### src/rtl/prefix_map_pkg.sv
package prefix_map_pkg;

  // Which of the two swapped regions an address falls into.
  typedef enum logic [1:0] {
    WIN_NONE = 2'd0,
    WIN_LOW  = 2'd1,
    WIN_PFX  = 2'd2
  } win_sel_e;

endpackage

### src/rtl/pfx_window_detect.sv
module pfx_window_detect
  import prefix_map_pkg::*;
#(
  parameter int ADDR_W   = 64,
  parameter int WIN_BITS = 13
) (
  input  logic [ADDR_W-1:0] addr_i,
  input  logic [ADDR_W-1:0] pfx_i,
  output win_sel_e          sel_o
);
  localparam int HI_W = ADDR_W - WIN_BITS;

  logic [HI_W-1:0] addr_hi;
  logic [HI_W-1:0] pfx_hi;
  logic            low_hit;
  logic            pfx_hit;

  // Only the upper bits take part: the prefix is treated as aligned, and
  // an equal upper part means base <= addr < base + span, with no overflow.
  assign addr_hi = addr_i[ADDR_W-1:WIN_BITS];
  assign pfx_hi  = pfx_i[ADDR_W-1:WIN_BITS];
  assign low_hit = (addr_hi == '0);
  assign pfx_hit = (addr_hi == pfx_hi);

  // The low region wins; with a zero prefix both cases give the same result.
  always_comb begin
    if (low_hit)      sel_o = WIN_LOW;
    else if (pfx_hit) sel_o = WIN_PFX;
    else              sel_o = WIN_NONE;
  end

  logic unused_pfx_lo;
  assign unused_pfx_lo = ^pfx_i[WIN_BITS-1:0];
endmodule

### src/rtl/pfx_addr_build.sv
module pfx_addr_build
  import prefix_map_pkg::*;
#(
  parameter int ADDR_W   = 64,
  parameter int WIN_BITS = 13
) (
  input  logic [ADDR_W-1:0] addr_i,
  input  logic [ADDR_W-1:0] pfx_i,
  input  win_sel_e          sel_i,
  output logic [ADDR_W-1:0] addr_o
);
  localparam int HI_W = ADDR_W - WIN_BITS;

  logic [WIN_BITS-1:0] offs;
  assign offs = addr_i[WIN_BITS-1:0];

  // With an aligned base and an offset that stays inside the region, adding
  // and subtracting the base come down to replacing the upper bits.
  always_comb begin
    unique case (sel_i)
      WIN_LOW: addr_o = {pfx_i[ADDR_W-1:WIN_BITS], offs};
      WIN_PFX: addr_o = {{HI_W{1'b0}}, offs};
      default: addr_o = addr_i;
    endcase
  end

  logic unused_pfx_lo;
  assign unused_pfx_lo = ^pfx_i[WIN_BITS-1:0];
endmodule

### src/rtl/pfx_out_stage.sv
module pfx_out_stage #(
  parameter int DATA_W  = 64,
  parameter bit OUT_REG = 1'b1
) (
  input  logic              clk,
  input  logic              rst,
  input  logic              vld_i,
  input  logic [DATA_W-1:0] data_i,
  output logic              vld_o,
  output logic [DATA_W-1:0] data_o
);
  generate
    if (OUT_REG) begin : g_reg
      logic              vld_q;
      logic [DATA_W-1:0] data_q;

      always_ff @(posedge clk) begin
        if (rst) begin
          vld_q  <= 1'b0;
          data_q <= '0;
        end else begin
          vld_q <= vld_i;
          if (vld_i) data_q <= data_i;
        end
      end

      assign vld_o  = vld_q;
      assign data_o = data_q;
    end else begin : g_bypass
      assign vld_o  = vld_i;
      assign data_o = data_i;

      logic unused_clk_rst;
      assign unused_clk_rst = clk ^ rst;
    end
  endgenerate
endmodule

### src/rtl/prefix_remap.sv
module prefix_remap
  import prefix_map_pkg::*;
#(
  parameter int ADDR_W   = 64,
  parameter int WIN_BITS = 13,
  parameter bit OUT_REG  = 1'b1
) (
  input  logic              clk,
  input  logic              rst,
  input  logic              real_vld_i,
  input  logic [ADDR_W-1:0] real_addr_i,
  input  logic [ADDR_W-1:0] prefix_i,
  output logic              abs_vld_o,
  output logic [ADDR_W-1:0] abs_addr_o
);
  localparam logic [ADDR_W-1:0] WIN_SPAN = ADDR_W'(1) << WIN_BITS;
  localparam logic [ADDR_W-1:0] LO_MASK  = WIN_SPAN - ADDR_W'(1);

  win_sel_e          sel;
  logic [ADDR_W-1:0] mapped;
  logic [ADDR_W-1:0] pfx_al;

  assign pfx_al = prefix_i & ~LO_MASK;

  pfx_window_detect #(.ADDR_W(ADDR_W), .WIN_BITS(WIN_BITS)) i_detect (
    .addr_i (real_addr_i),
    .pfx_i  (prefix_i),
    .sel_o  (sel)
  );

  pfx_addr_build #(.ADDR_W(ADDR_W), .WIN_BITS(WIN_BITS)) i_build (
    .addr_i (real_addr_i),
    .pfx_i  (prefix_i),
    .sel_i  (sel),
    .addr_o (mapped)
  );

  pfx_out_stage #(.DATA_W(ADDR_W), .OUT_REG(OUT_REG)) i_out (
    .clk    (clk),
    .rst    (rst),
    .vld_i  (real_vld_i),
    .data_i (mapped),
    .vld_o  (abs_vld_o),
    .data_o (abs_addr_o)
  );

  generate
    if (OUT_REG) begin : g_chk
      AST_LOW_WIN: assert property (@(posedge clk) disable iff (rst)
        (real_vld_i && real_addr_i < WIN_SPAN) |=>
          abs_addr_o == $past(real_addr_i) + $past(pfx_al));
      AST_PFX_WIN: assert property (@(posedge clk) disable iff (rst)
        (real_vld_i && pfx_al != '0 && real_addr_i >= pfx_al &&
         (real_addr_i - pfx_al) < WIN_SPAN) |=>
          abs_addr_o == $past(real_addr_i) - $past(pfx_al));
      AST_PASS_THRU: assert property (@(posedge clk) disable iff (rst)
        (real_vld_i && real_addr_i >= WIN_SPAN &&
         (real_addr_i < pfx_al || (real_addr_i - pfx_al) >= WIN_SPAN)) |=>
          abs_addr_o == $past(real_addr_i));
      AST_VLD_LAT: assert property (@(posedge clk) disable iff (rst)
        real_vld_i |=> abs_vld_o);
      AST_NO_SPURIOUS: assert property (@(posedge clk) disable iff (rst)
        !real_vld_i |=> !abs_vld_o);
      AST_HOLD: assert property (@(posedge clk) disable iff (rst)
        !real_vld_i |=> $stable(abs_addr_o));
    end
  endgenerate
endmodule

### config.mk
export PLATFORM = sky130hd
export DESIGN_NAME = prefix_remap
export DESIGN_NICKNAME = d
export VERILOG_FILES = /design/src/rtl/prefix_map_pkg.sv /design/src/rtl/pfx_window_detect.sv /design/src/rtl/pfx_addr_build.sv /design/src/rtl/pfx_out_stage.sv /design/src/rtl/prefix_remap.sv
export SDC_FILE = /design/constraint.sdc
export NUM_CORES = 1
export LEC_CHECK = 0
export BUFFER_PORTS_ARGS = -buffer_cell sky130_fd_sc_hd__buf_2
export CORE_MARGIN = 3
export CORE_UTILIZATION = 49
export DETAILED_ROUTE_END_ITERATION = 6
export PLACE_DENSITY = 0.86
export SLEW_MARGIN = 10
export SYNTH_ARGS = -nofsm -noshare
export SYNTH_HDL_FRONTEND = slang
export SYNTH_HIERARCHICAL = 1
export SYNTH_SLANG_ARGS = --single-unit
### constraint.sdc
create_clock -name clk -period 5.4 [get_ports clk]
set_input_delay 0.54 -clock clk [delete_from_list [all_inputs] [get_ports clk]]
set_output_delay 0.54 -clock clk [all_outputs]
set_load 0.02 [all_outputs]
==> results of run 1 <==
==> logic make-up (layout without fill, tap and decap cells) <==
logic type,count (synthesis),after routing,synth area share [%]
AOI/OAI and AO/OA,51,51,11.92
xor gates and xnor gates,51,51,12.02
adders and majority gates,1,1,0.3365
buffers and inverters,41,202,10.30
DFF,65,65,35.01
muxes,64,64,17.23
and+or+nand+nor,104,104,13.19
==> metrics by stage <==
step	setup slack, ns	power [mW]	hold WS [ns]	std cells
after floorplan	2.901	0.6874	0.5833	377
after global placement	1.486	0.7919	0.4666	621
after detailed placement	1.414	0.7979	0.4782	621
after CTS	1.781	1.219	0.4318	637
after global routing	1.444	1.265	0.4369	637
final	1.652	1.214	0.4393	637
==> registers in the layout (all words and copies together), names as in the netlist <==
signal / count
i_out/vld_o: 1
i_out/data_o: 64
==> routing by layer <==
layer	vias up	track usage (%)	part of all wire, %
li1	1646	-	-
met1	1628	31.53	43
met2	149	43.61	48
met3	12	6.516	7.8
met4	0	7.937	1.7
met5	-	0	0
==> worst reg2reg max path, delay by kind of cell, from the launching register on <==
family / cells / cell delay, ns
flip-flops: 1 / 0.31
multiplexers: 1 / 0.17
AND/OR/NAND/NOR: 1 / 0.08
==> synthesized netlist by cell type (all sizes together) <==
cell type,n
dfxtp,65
mux2i,64
nor2,64
a22o,50
buf,35
xor2,35
nor4,23
xnor2,16
nand4,7
clkbuf,5
nand2,3
nand3,3
nor2b,2
nor3,2
ha,1
inv,1
o21ai,1
==> cell type report <==
cell class / instances / area [µm²] / area share, %
clock inverters: 6 / 67.56 / 1.467
clock buffers: 10 / 137.6 / 2.988
inverters: 1 / 3.754 / 0.08150
well taps: 99 / 123.9 / 2.689
multi-input cells: 271 / 2036 / 44.20
repair buffers: 185 / 935.9 / 20.32
flip-flops and latches: 65 / 1301 / 28.25
==> report_power, final <==
part | leakage [nW] | internal, mW | switching, mW
logic | 1.67 | 0.116 | 0.152
clock network | 0.0985 | 0.227 | 0.197
registers | 0.537 | 0.508 | 0.0140
total | 2.31 | 0.851 | 0.363
==> how the worst max path moves through the flow <==
stage / cells past startpoint / start / endpoint
after global routing: 13 / real_addr_i[17] / i_out/data_o[44]
after floorplan: 13 / real_addr_i[41] / i_out/data_o[22]
final: 13 / real_addr_i[17] / i_out/data_o[41]
after CTS: 13 / real_addr_i[17] / i_out/data_o[41]
after global placement: 12 / real_addr_i[30] / i_out/data_o[44]
after detailed placement: 13 / real_addr_i[17] / i_out/data_o[41]
==> results.md, run 1 <==
| Step | Result | Reported |
|---|---|---|
| grt | GRT Util Overall | 25.55% |
| cts | Number of H-tree branching levels | 3 |
| logic synthesis | Mapped Cells | 377 |
| sta | Final critical delay including setup and external delays | 3.748 ns |
| cts | Cts repair resizes | 0 |
| worst setup path | Slowest library cell on the worst path | ha_2 |
| sta | Crit share post-route | 69.41% |
| worst setup path | Crit path kind | in -> reg |
| worst setup path | Critical R2R Capture | i_out/data_o[61] |
| logic synthesis | Yosys warnings | 6 |
| finish | Final core utilization | 63.16% |
| logic synthesis | Avg Synthesized Cell Area | 9.860 µm² |
| cts | Clk_lat worst skew | 0.33 ns |
| power | P per Cell Area | 263.6 nW/µm² |
| logic synthesis | Top cell type by total area after synthesis | dfxtp_1 |
| cts | Buffer count from post-CTS setup fixing | 0 |
| sta | Setup repair after global routing missed its margin | no |
| finish | Antenna Diode Count | 0 |
| worst setup path | Launch point of the worst reg-to-reg path | i_out/data_o[61] |
| die | Die height | 93.10 µm |
| sta | Final number of max-transition violations | 0 |
| cts | Cell at the root of the clock tree | clkbuf_8 |
| routing | Antenna violation net count after detailed routing | 0 |
| worst setup path | Maximum fanout along the worst path | 53 |
| worst setup path | R2R cell count | 2 |
| finish | Commonest non-fill, non-tap cell in the layout | buf_2 |
| routing | Vias per cell | 5.392 |
| cts | TritonCTS clock tree | yes |
| worst setup path | Critical Path End Type | flop |
| sta | Worst clock skew on the final layout | 0 ns |
| min path | End point of the worst hold path | i_out/data_o[7] |
| cts | Number of buffers added to fix hold violations after cts | 0 |
| die | Core region area | 7292 µm² |
| routing | Residual DRC | 0 |
| grt | Number of global-route vias before repair | 3349 |
| sta | Headroom to the max-slew limit | 27.12% |
| logic synthesis | Net Count, Synth | 509 |
| die | Die outline area | 8668 µm² |
| worst setup path | Flop2flop setup slack | 4.70 ns |
| finish | Share of final-layout standard cells stronger than drive strength 1 | 37.92% |
| min path | Number of stages on the worst hold path | 3 |
| worst setup path | Dominant cell type by count on the critical path | nor4_1 |
| logic synthesis | Top area cells in the synthesized netlist | dfxtp_1, mux2i_1, a22o_1 |
| worst setup path | Family of cells with the greatest summed delay on the critical path | simple AND/OR/NAND/NOR gates |
| finish | Post-route cell area | 4606 µm² |
| grt | GR Overflow Total | 0 |
| logic synthesis | Summed instance area of the synthesized netlist | 3717 µm² |
| worst setup path | Critical path cell sequence | buf_2, xnor2_1, nand4_1, nor4_1, nand3_1, nor4_1, inv_1, ha_2, nor2b_4, buf_4, a22o_1, mux2i_1, nor2_1 |
| place | # port buffers | 182 |
| grt | Number of antenna violations at the first check in global routing | 0 |
| flow run | Max Cap Viol | 0 |
| cts | Reg clk slew, reported paths | 0.08 ns |
| finish | Layout-stage area growth over the synthesis result | 23.90% |
| logic synthesis | Flip-flop and latch count after synthesis | 65 |
| routing | DRT iter0 DRCs | 135 |
| routing | Wire per inst | 17.82 µm |
| grt | Pin count of the biggest net entering global routing | 66 |
| power | Reported leakage power | 2.308 nW |
| grt | Global-route wire length before repair | 17.28 mm |
| routing | WL final | 11.35 mm |
| sta | Worst Max-Slew Pin Slew | 1.093 ns |
| die | Number of rows in the core area | 31 |
| place | Final estimated routing congestion in global placement | 0.8521 |
| finish | Layout filler cell count | 638 |
| place | Detailed placement HPWL | 8.495 mm |
| worst setup path | Nature of the critical path startpoint | input pin |
| logic synthesis | Register area share after synthesis | 35.01% |
| worst setup path | Critical path required time | 5.59 ns |
| finish | Total number of nets in the final design | 665 |
| routing | Number of search-and-repair iterations in the first detailed-routing pass | 4 |
| min path | Worst min-delay path category | in -> reg |
| cts | Clk sink count | 65 |
| cts | Buffer levels on the longest clock path | 2 |
| worst setup path | Worst endpoint data arrival time | 3.94 ns |
| min path | Hold Startpoint | real_addr_i[7] |
| power | IR drop worst, VDD | 147.9 µV |
| finish | Commonest cells after routing, fill and taps aside | buf_2, dfxtp_1, mux2i_1, nor2_1, a22o_1 |
| worst setup path | Largest incremental delay on the critical path | 1.02 ns |
| logic synthesis | Portion of synthesized cell area occupied by the leading cell type | 35.01% |
| logic synthesis | Number of distinct library cell variants in the gate-level netlist after synthesis | 24 |
| status | Run status | finished, final reports clean |
| worst setup path | Count of buffer and inverter cells on the critical path | 3 |
| cts | Clock buffers created by TritonCTS | 9 |
| sta | Maximum clock frequency | 0.2668 GHz |
| die | Effective utilization at floorplan | 50.98% |
| sta | Final setup vio count | 0 |
| die | Die span in x | 93.10 µm |
| place | Cell area reported after detailed placement | 4400 µm² |
| routing | Total via count in the routed design | 3435 |
| sta | Total Neg Setup Slack | 0 ns |
| sta | Final hold violation count | 0 |
| die | IO Count | 196 |
Note: power is estimated with default switching activity, not from simulation.
==> run 2, diff against run 1 <==
Settings changed: CORE_UTILIZATION 49 to 46, PLACE_DENSITY 0.86 to 0.81.
Clock period 5.4 ns to 3.75 ns, I/O delays scaled along.
==> run 2 against run 1 <==
- highest routed layer unchanged
- die area increased by 6.1%
- via count increased by 0.15%
- largest cell class unchanged
- non-clock buffer count unchanged
- sequential cell count unchanged
- critical path type unchanged
==> results.md, run 2 (synthesis results as in run 1) <==
| Step | Result | Reported | Change |
|---|---|---|---|
| cts | Cts repair resizes | 0 | unchanged |
| min path | Worst min-delay path category | in -> reg | unchanged |
| die | IO Count | 196 | unchanged |
| place | Detailed placement HPWL | 8.456 mm | was 8.495 mm |
| worst setup path | Family of cells with the greatest summed delay on the critical path | simple AND/OR/NAND/NOR gates | unchanged |
| sta | Final critical delay including setup and external delays | 2.670 ns |  |
| cts | TritonCTS clock tree | yes | unchanged |
| die | Die outline area | 9196 µm² | was 8668 µm² |
| cts | Buffer count from post-CTS setup fixing | 0 | unchanged |
| place | Final estimated routing congestion in global placement | 0.8783 | was 0.8521 |
| power | Combinational share of power | 23.1% | was 22.1% |
| place | # port buffers | 182 | unchanged |
| sta | Headroom to the max-slew limit | 21.27% | was 27.12% |
| status | Run status | finished, final reports clean | unchanged |
| cts | Number of buffers added to fix hold violations after cts | 0 | unchanged |
| routing | Residual DRC | 0 | unchanged |
| finish | Flip-flop count of the largest register after layout | 64 | unchanged |
| sta | Total Neg Setup Slack | 0 ns | unchanged |
| min path | End point of the worst hold path | i_out/data_o[1] | was i_out/data_o[7] |
| worst setup path | Startpoint of the worst setup timing path | real_addr_i[35] | was real_addr_i[17] |
| worst setup path | Slowest library cell on the worst path | nor4_1 | was ha_2 |
| finish | Area taken by multi-input logic gates | 2036 µm² | unchanged |
| grt | Number of global-route vias before repair | 3292 | was 3349 |
| routing | Number of search-and-repair iterations in the first detailed-routing pass | 5 | was 4 |
| worst setup path | Worst endpoint data arrival time | 2.84 ns | was 3.94 ns |
| die | Effective utilization at floorplan | 47.86% | was 50.98% |
| place | Worst-case setup slack after placement | 0.7600 ns | was 1.414 ns |
| finish | Layout filler cell count | 720 | was 638 |
| power | Reported leakage power | 2.291 nW | was 2.308 nW |
| power | Clock network fraction of design power | 31.2% | was 34.9% |
| worst setup path | Critical Path End Type | flop | unchanged |
| min path | Number of stages on the worst hold path | 3 | unchanged |
| flow run | Max Cap Viol | 0 | unchanged |
| sta | Final hold violation count | 0 | unchanged |
| worst setup path | Flop2flop setup slack | 3.06 ns | was 4.70 ns |
| grt | Pin count of the biggest net entering global routing | 66 | unchanged |
| cts | Reg clk slew, reported paths | 0.07 ns | was 0.08 ns |
| grt | Number of antenna violations at the first check in global routing | 0 | unchanged |
| cts | Buffer levels on the longest clock path | 2 | unchanged |
| worst setup path | Critical path cell sequence | buf_2, nor4_1, nand4_1, nor4_2, nor4_1, inv_1, ha_2, buf_4, a22o_1, mux2i_1, nor2_1 | was buf_2, xnor2_1, nand4_1, nor4_1, nand3_1, nor4_1, inv_1, ha_2, nor2b_4, buf_4, a22o_1, mux2i_1, nor2_1 |
| finish | Antenna Diode Count | 0 | unchanged |
| sta | Maximum clock frequency | 0.3745 GHz |  |
| worst setup path | Largest incremental delay on the critical path | 0.47 ns | was 1.02 ns |
| worst setup path | Critical R2R Capture | i_out/data_o[11] | was i_out/data_o[61] |
| sta | Worst clock skew on the final layout | 0 ns | unchanged |
| die | Core region area | 7767 µm² | was 7292 µm² |
| sta | Slack of the critical path | 1.080 ns | was 1.652 ns |
| sta | Final number of max-transition violations | 0 | unchanged |
| worst setup path | Nature of the critical path startpoint | input pin | unchanged |
| power | Sw power | 0.4926 mW | was 0.3632 mW |
| worst setup path | Maximum fanout along the worst path | 52 | was 53 |
| cts | Clk_lat worst skew | 0.33 ns | about the same |
| cts | Number of H-tree branching levels | 3 | unchanged |
| routing | Vias per cell | 5.383 | was 5.392 |
| worst setup path | Critical path required time | 3.92 ns | was 5.59 ns |
| grt | Global-route wire length before repair | 16.25 mm | was 17.28 mm |
| power | Proportion of total power due to net switching | 29.96% | was 29.92% |
| finish | Commonest cells after routing, fill and taps aside | buf_2, dfxtp_1, mux2i_1, nor2_1, a22o_1 | unchanged |
| power | IR drop worst, VDD | 214.0 µV | was 147.9 µV |
| power | P per Cell Area | 360.0 nW/µm² | was 263.6 nW/µm² |
| finish | Share of final-layout standard cells stronger than drive strength 1 | 37.43% | was 37.92% |
| die | Die height | 95.90 µm | was 93.10 µm |
| worst setup path | Count of buffer and inverter cells on the critical path | 3 | unchanged |
| finish | Total number of nets in the final design | 665 | unchanged |
| worst setup path | Crit path kind | in -> reg | unchanged |
| grt | GR Overflow Total | 0 | unchanged |
| routing | WL final | 11.14 mm | was 11.35 mm |
| cts | Clk sink count | 65 | unchanged |
| grt | GRT Util Overall | 23.02% | was 25.55% |
| cts | Clock buffers created by TritonCTS | 9 | unchanged |
| finish | Layout-stage area growth over the synthesis result | 22.85% | was 23.90% |
| power | Internal power | 1.152 mW | was 0.8508 mW |
| routing | Total via count in the routed design | 3440 | was 3435 |
| worst setup path | Dominant cell type by count on the critical path | nor4_1 | unchanged |
| routing | Wire per inst | 17.43 µm | was 17.82 µm |
| die | Number of rows in the core area | 32 | was 31 |
| power | Power share of the sequential group | 45.7% | was 43.0% |
| routing | DRT iter0 DRCs | 154 | was 135 |
| sta | Crit share post-route | 71.21% |  |
| power | Power consumption | 1.644 mW | was 1.214 mW |
| worst setup path | Launch point of the worst reg-to-reg path | i_out/data_o[11] | was i_out/data_o[61] |
| die | Die span in x | 95.90 µm | was 93.10 µm |
| routing | Antenna violation net count after detailed routing | 0 | unchanged |
| sta | Setup repair after global routing missed its margin | no | unchanged |
| finish | Register area | 1301 µm² | unchanged |
| sta | Final setup vio count | 0 | unchanged |
| finish | Commonest non-fill, non-tap cell in the layout | buf_2 | unchanged |
| worst setup path | R2R cell count | 2 | unchanged |
| cts | Cell at the root of the clock tree | clkbuf_8 | unchanged |
| sta | Worst Max-Slew Pin Slew | 1.181 ns | was 1.093 ns |
| min path | Hold Startpoint | real_addr_i[1] | was real_addr_i[7] |
[run 2: cell count changes in the layout (fill, tap and decap cells not counted)]
cell        before  now
clkinv_2         1    2
clkinvlp_4       2    1
clkinv_4         2    0
clkbuf_1         0    2
bufinv_16        1    0
[run 2: worst min-delay path: cells and delay by family]
family / cells / cell delay, ns
and+or+nand+nor: 1 / 0.07
buffers and inverters: 1 / 0.07
muxes: 1 / 0.05
[run 2: per-layer routing]
metal,up-vias,global-route usage (%),part of all wire (%),routed length [µm]
li1,1648,-,-,-
met1,1593,28.64,39,4387
met2,175,37.29,47,5219
met3,24,6.568,11,1175
met4,0,9.479,3.2,353
met5,-,0,0,0
[run 2: power groups by stage]
stage / combinational, mW / clock, mW / sequential [mW]
detailed placement: 0.379 / 0 / 0.767
floorplan: 0.173 / 0 / 0.817
global route: 0.411 / 0.559 / 0.756
CTS: 0.381 / 0.530 / 0.752
global placement: 0.373 / 0 / 0.765
finish: 0.380 / 0.513 / 0.752
[run 2: how the worst max path moves through the flow]
stage,cells after the start,to
floorplan,13,i_out/data_o[22]
global placement,11,i_out/data_o[21]
detailed placement,11,i_out/data_o[49]
CTS,11,i_out/data_o[21]
global route,12,i_out/data_o[26]
finish,11,i_out/data_o[49]
[run 2: area by class of cell]
class / count / share of cell area [%]
clock buffer: 12 / 3.178
clock inverter: 3 / 0.3836
inverter: 1 / 0.08219
multi-input combinational: 271 / 44.58
sequential: 65 / 28.49
tap: 102 / 2.795
timing repair buffer: 185 / 20.49
[run 2: stage by stage]
| step | cells | hold slack (ns) | cell area (µm²) | utilization (%) |
|---|---|---|---|---|
| global route | 639 | 0.3017 | 4567 | 58.80 |
| finish | 639 | 0.2870 | 4567 | 58.80 |
| floorplan | 377 | 0.5833 | 3717 | - |
| global placement | 624 | 0.4682 | 4404 | 56.70 |
| detailed placement | 624 | 0.4787 | 4404 | 56.70 |
| CTS | 639 | 0.2763 | 4567 | 58.80 |
==> run 3, diff against run 2 <==
Settings changed: CORE_UTILIZATION 46 to 41, PLACE_DENSITY 0.81 to 0.77.
Clock period 3.75 ns to 2.22 ns, I/O delays scaled along.
==> run 3 against run 2 <==
- the run now ends with setup timing left
- core utilization grew 1.9 points
- worst hold slack got worse by 0.18 ns
- register-to-register slack got worse by 1.5 ns
- final area grew 17%
- sequential share of layout area fell by 4.0 points
- clock power rose by 120%
- cell count up 8.0%
- largest cell class unchanged
- highest routed layer unchanged
==> results.md, run 3 (synthesis results as in run 1) <==
| Step | Result | Reported | Change |
|---|---|---|---|
| routing | WL final | 13.06 mm | was 11.14 mm |
| grt | Met1 demand-to-capacity share in global routing | 30.59% | was 28.64% |
| status | Violated checks | setup timing |  |
| finish | Commonest non-fill, non-tap cell in the layout | buf_2 | unchanged |
| sta | Headroom to the max-slew limit | 58.46% | was 21.27% |
| die | Die height | 101.2 µm | was 95.90 µm |
| grt | GRT Util Overall | 23.84% | was 23.02% |
| sta | Worst clock skew on the final layout | 0 ns | unchanged |
| sta | Final hold violation count | 0 | unchanged |
| sta | Final number of max-transition violations | 0 | unchanged |
| sta | Hold Slack | 0.1060 ns | was 0.2870 ns |
| status | Run status | finished, violations left | was finished, final reports clean |
| cts | Buffer levels on the longest clock path | 2 | unchanged |
| place | Cell area reported after detailed placement | 4654 µm² | was 4404 µm² |
| grt | Pin count of the biggest net entering global routing | 53 | was 66 |
| grt | Number of antenna violations at the first check in global routing | 0 | unchanged |
| worst setup path | Flop2flop setup slack | 1.57 ns | was 3.06 ns |
| sta | Worst Max-Slew Pin Slew | 0.6231 ns | was 1.181 ns |
| finish | Commonest cells after routing, fill and taps aside | buf_2, dfxtp_1, mux2i_1, nor2_1, a22o_1 | unchanged |
| sta | Crit share post-route | 101.9% |  |
| place | Final estimated routing congestion in global placement | 0.8719 | was 0.8783 |
| worst setup path | Critical path cell sequence | buf_2, xnor2_1, nand4_1, nor4_1, nand3_1, nor4_2, inv_1, ha_4, nor2b_4, buf_6, a22o_1, mux2i_1, nor2_1 | was buf_2, nor4_1, nand4_1, nor4_2, nor4_1, inv_1, ha_2, buf_4, a22o_1, mux2i_1, nor2_1 |
| routing | Total via count in the routed design | 3686 | was 3440 |
| place | # port buffers | 182 | unchanged |
| min path | Worst min-delay path category | in -> reg | unchanged |
| worst setup path | Startpoint of the worst setup timing path | real_addr_i[34] | was real_addr_i[35] |
| worst setup path | Crit. path cell count | 13 | was 11 |
| routing | Number of search-and-repair iterations in the first detailed-routing pass | 4 | was 5 |
| sta | Maximum clock frequency | 0.4422 GHz |  |
| worst setup path | Critical Path End Type | flop | unchanged |
| sta | Slack of the critical path | -0.04167 ns | was 1.080 ns |
| worst setup path | Launch point of the worst reg-to-reg path | i_out/data_o[55] | was i_out/data_o[11] |
| routing | Vias per cell | 5.342 | was 5.383 |
| worst setup path | Count of buffer and inverter cells on the critical path | 3 | unchanged |
| worst setup path | Slowest library cell on the worst path | ha_4 | was nor4_1 |
| finish | Flip-flop count of the largest register after layout | 64 | unchanged |
| routing | Wire per inst | 18.92 µm | was 17.43 µm |
| worst setup path | Worst endpoint data arrival time | 2.47 ns | was 2.84 ns |
| cts | Clock buffers created by TritonCTS | 9 | unchanged |
| finish | Total number of nets in the final design | 709 | was 665 |
| min path | Number of stages on the worst hold path | 3 | unchanged |
| routing | Residual DRC | 0 | unchanged |
| finish | Layout filler cell count | 756 | was 720 |
| die | Effective utilization at floorplan | 42.42% | was 47.86% |
| place | Worst-case setup slack after placement | -1.076 ns | was 0.7600 ns |
| cts | Cell at the root of the clock tree | clkbuf_8 | unchanged |
| routing | DRT iter0 DRCs | 103 | was 154 |
| die | Core region area | 8763 µm² | was 7767 µm² |
| die | Die span in x | 101.2 µm | was 95.90 µm |
| grt | Global-route wire length before repair | 18.81 mm | was 16.25 mm |
| worst setup path | Critical R2R Capture | i_out/data_o[55] | was i_out/data_o[11] |
| grt | GR Overflow Total | 0 | unchanged |
| cts | Reg clk slew, reported paths | 0.08 ns | was 0.07 ns |
| place | Detailed placement HPWL | 9.151 mm | was 8.456 mm |
| worst setup path | Largest incremental delay on the critical path | 0.42 ns | was 0.47 ns |
| finish | Post-route cell area | 5323 µm² | was 4567 µm² |
| cts | Clk_lat worst skew | 0.34 ns | was 0.33 ns |
| worst setup path | Nature of the critical path startpoint | input pin | unchanged |
| power | Reported leakage power | 2.648 nW | was 2.291 nW |
| finish | Share of final-layout standard cells stronger than drive strength 1 | 45.70% | was 37.43% |
| finish | Area taken by multi-input logic gates | 2265 µm² | was 2036 µm² |
| sta | Final critical delay including setup and external delays | 2.262 ns |  |
| routing | Antenna violation net count after detailed routing | 0 | unchanged |
| die | Number of rows in the core area | 34 | was 32 |
| finish | Register area | 1301 µm² | unchanged |
| worst setup path | R2R cell count | 2 | unchanged |
| sta | Setup repair after global routing missed its margin | yes | was no |
| sta | Final setup vio count | 28 | was 0 |
| worst setup path | Family of cells with the greatest summed delay on the critical path | simple AND/OR/NAND/NOR gates | unchanged |
| cts | Number of H-tree branching levels | 3 | unchanged |
| cts | TritonCTS clock tree | yes | unchanged |
| grt | Gr busiest metal | met2 | unchanged |
| finish | Antenna Diode Count | 0 | unchanged |
| cts | Clk sink count | 65 | unchanged |
| grt | Number of global-route vias before repair | 3577 | was 3292 |
| worst setup path | Crit path capture | i_out/data_o[45] | was i_out/data_o[49] |
| worst setup path | Critical path required time | 2.43 ns | was 3.92 ns |
| finish | Layout-stage area growth over the synthesis result | 43.18% | was 22.85% |
| finish | Fin cells | 690 | was 639 |
| grt | Met2 demand-to-capacity share in global routing | 38.78% | was 37.29% |
| flow run | Max Cap Viol | 0 | unchanged |
| die | Die outline area | 10250 µm² | was 9196 µm² |
| power | P per Cell Area | 590.3 nW/µm² | was 360.0 nW/µm² |
| worst setup path | Maximum fanout along the worst path | 7 | was 52 |
| grt | Global routing usage on met3 | 6.405% | was 6.568% |
| die | IO Count | 196 | unchanged |
| power | IR drop worst, VDD | 315.7 µV | was 214.0 µV |
| place | Number of cells after detailed placement | 659 | was 624 |
| worst setup path | Crit path kind | in -> reg | unchanged |
## run 3: cell count changes in the layout (fill, tap and decap cells not counted), sizes merged
cell	change
buf	+39
bufinv	+2
clkbuf	-1
clkinv	+2
nor2b	+3
## run 3: per-layer routing
metal	wire, µm	up-vias
li1	-	1738
met3	1116	16
met4	198	0
met2	6376	163
met5	0	-
met1	5366	1769
## run 3: metrics by stage
stage | power [mW] | utilization (%) | TNS (ns)
after floorplan | 1.672 | - | 0
after global placement | 1.975 | 53.11 | -49.62
after detailed placement | 1.986 | 53.11 | -52.89
after CTS | 3.135 | 57.74 | 0
after global routing | 3.283 | 60.74 | -3.854
final | 3.142 | 60.74 | -0.4194
## run 3: timing repair
| action | in CTS | in global routing |
|---|---|---|
| endpoints found under the setup margin | 51 | 51 |
| gates cloned | 3 | 2 |
| hold buffers | 0 | 0 |
| setup buffers | 9 | 2 |
| pin swaps | 1 | 10 |
| resized for setup | 13 | 34 |
## run 3: layout make-up
class / instances / share of cell area (%)
Tap cell: 108 / 2.539
Clock inverter: 7 / 1.787
Timing Repair Buffer: 226 / 26.28
Inverter: 1 / 0.07052
Sequential cell: 65 / 24.45
Clock buffer: 9 / 2.327
Multi-Input combinational cell: 274 / 42.55
## run 3: tightest hold or removal path: stages
cell     delay (ns)
buf_2          0.07
mux2i_1        0.05
nor2_1         0.07
## run 3: power breakdown
part / total, mW / internal (mW) / switching [mW]
logic: 0.735 / 0.335 / 0.400
registers: 1.27 / 1.24 / 0.0338
clock network: 1.14 / 0.632 / 0.506
total: 3.14 / 2.20 / 0.940
## run 3: how the worst min path moves through the flow
stage / start / endpoint / slack [ns]
after detailed placement: real_addr_i[10] / i_out/data_o[10] / 0.47
after CTS: real_addr_i[10] / i_out/data_o[10] / 0.1
after floorplan: real_addr_i[0] / i_out/data_o[0] / 0.45
after global placement: real_addr_i[9] / i_out/data_o[9] / 0.46
final: real_addr_i[10] / i_out/data_o[10] / 0.11
after global routing: real_addr_i[1] / i_out/data_o[1] / 0.11
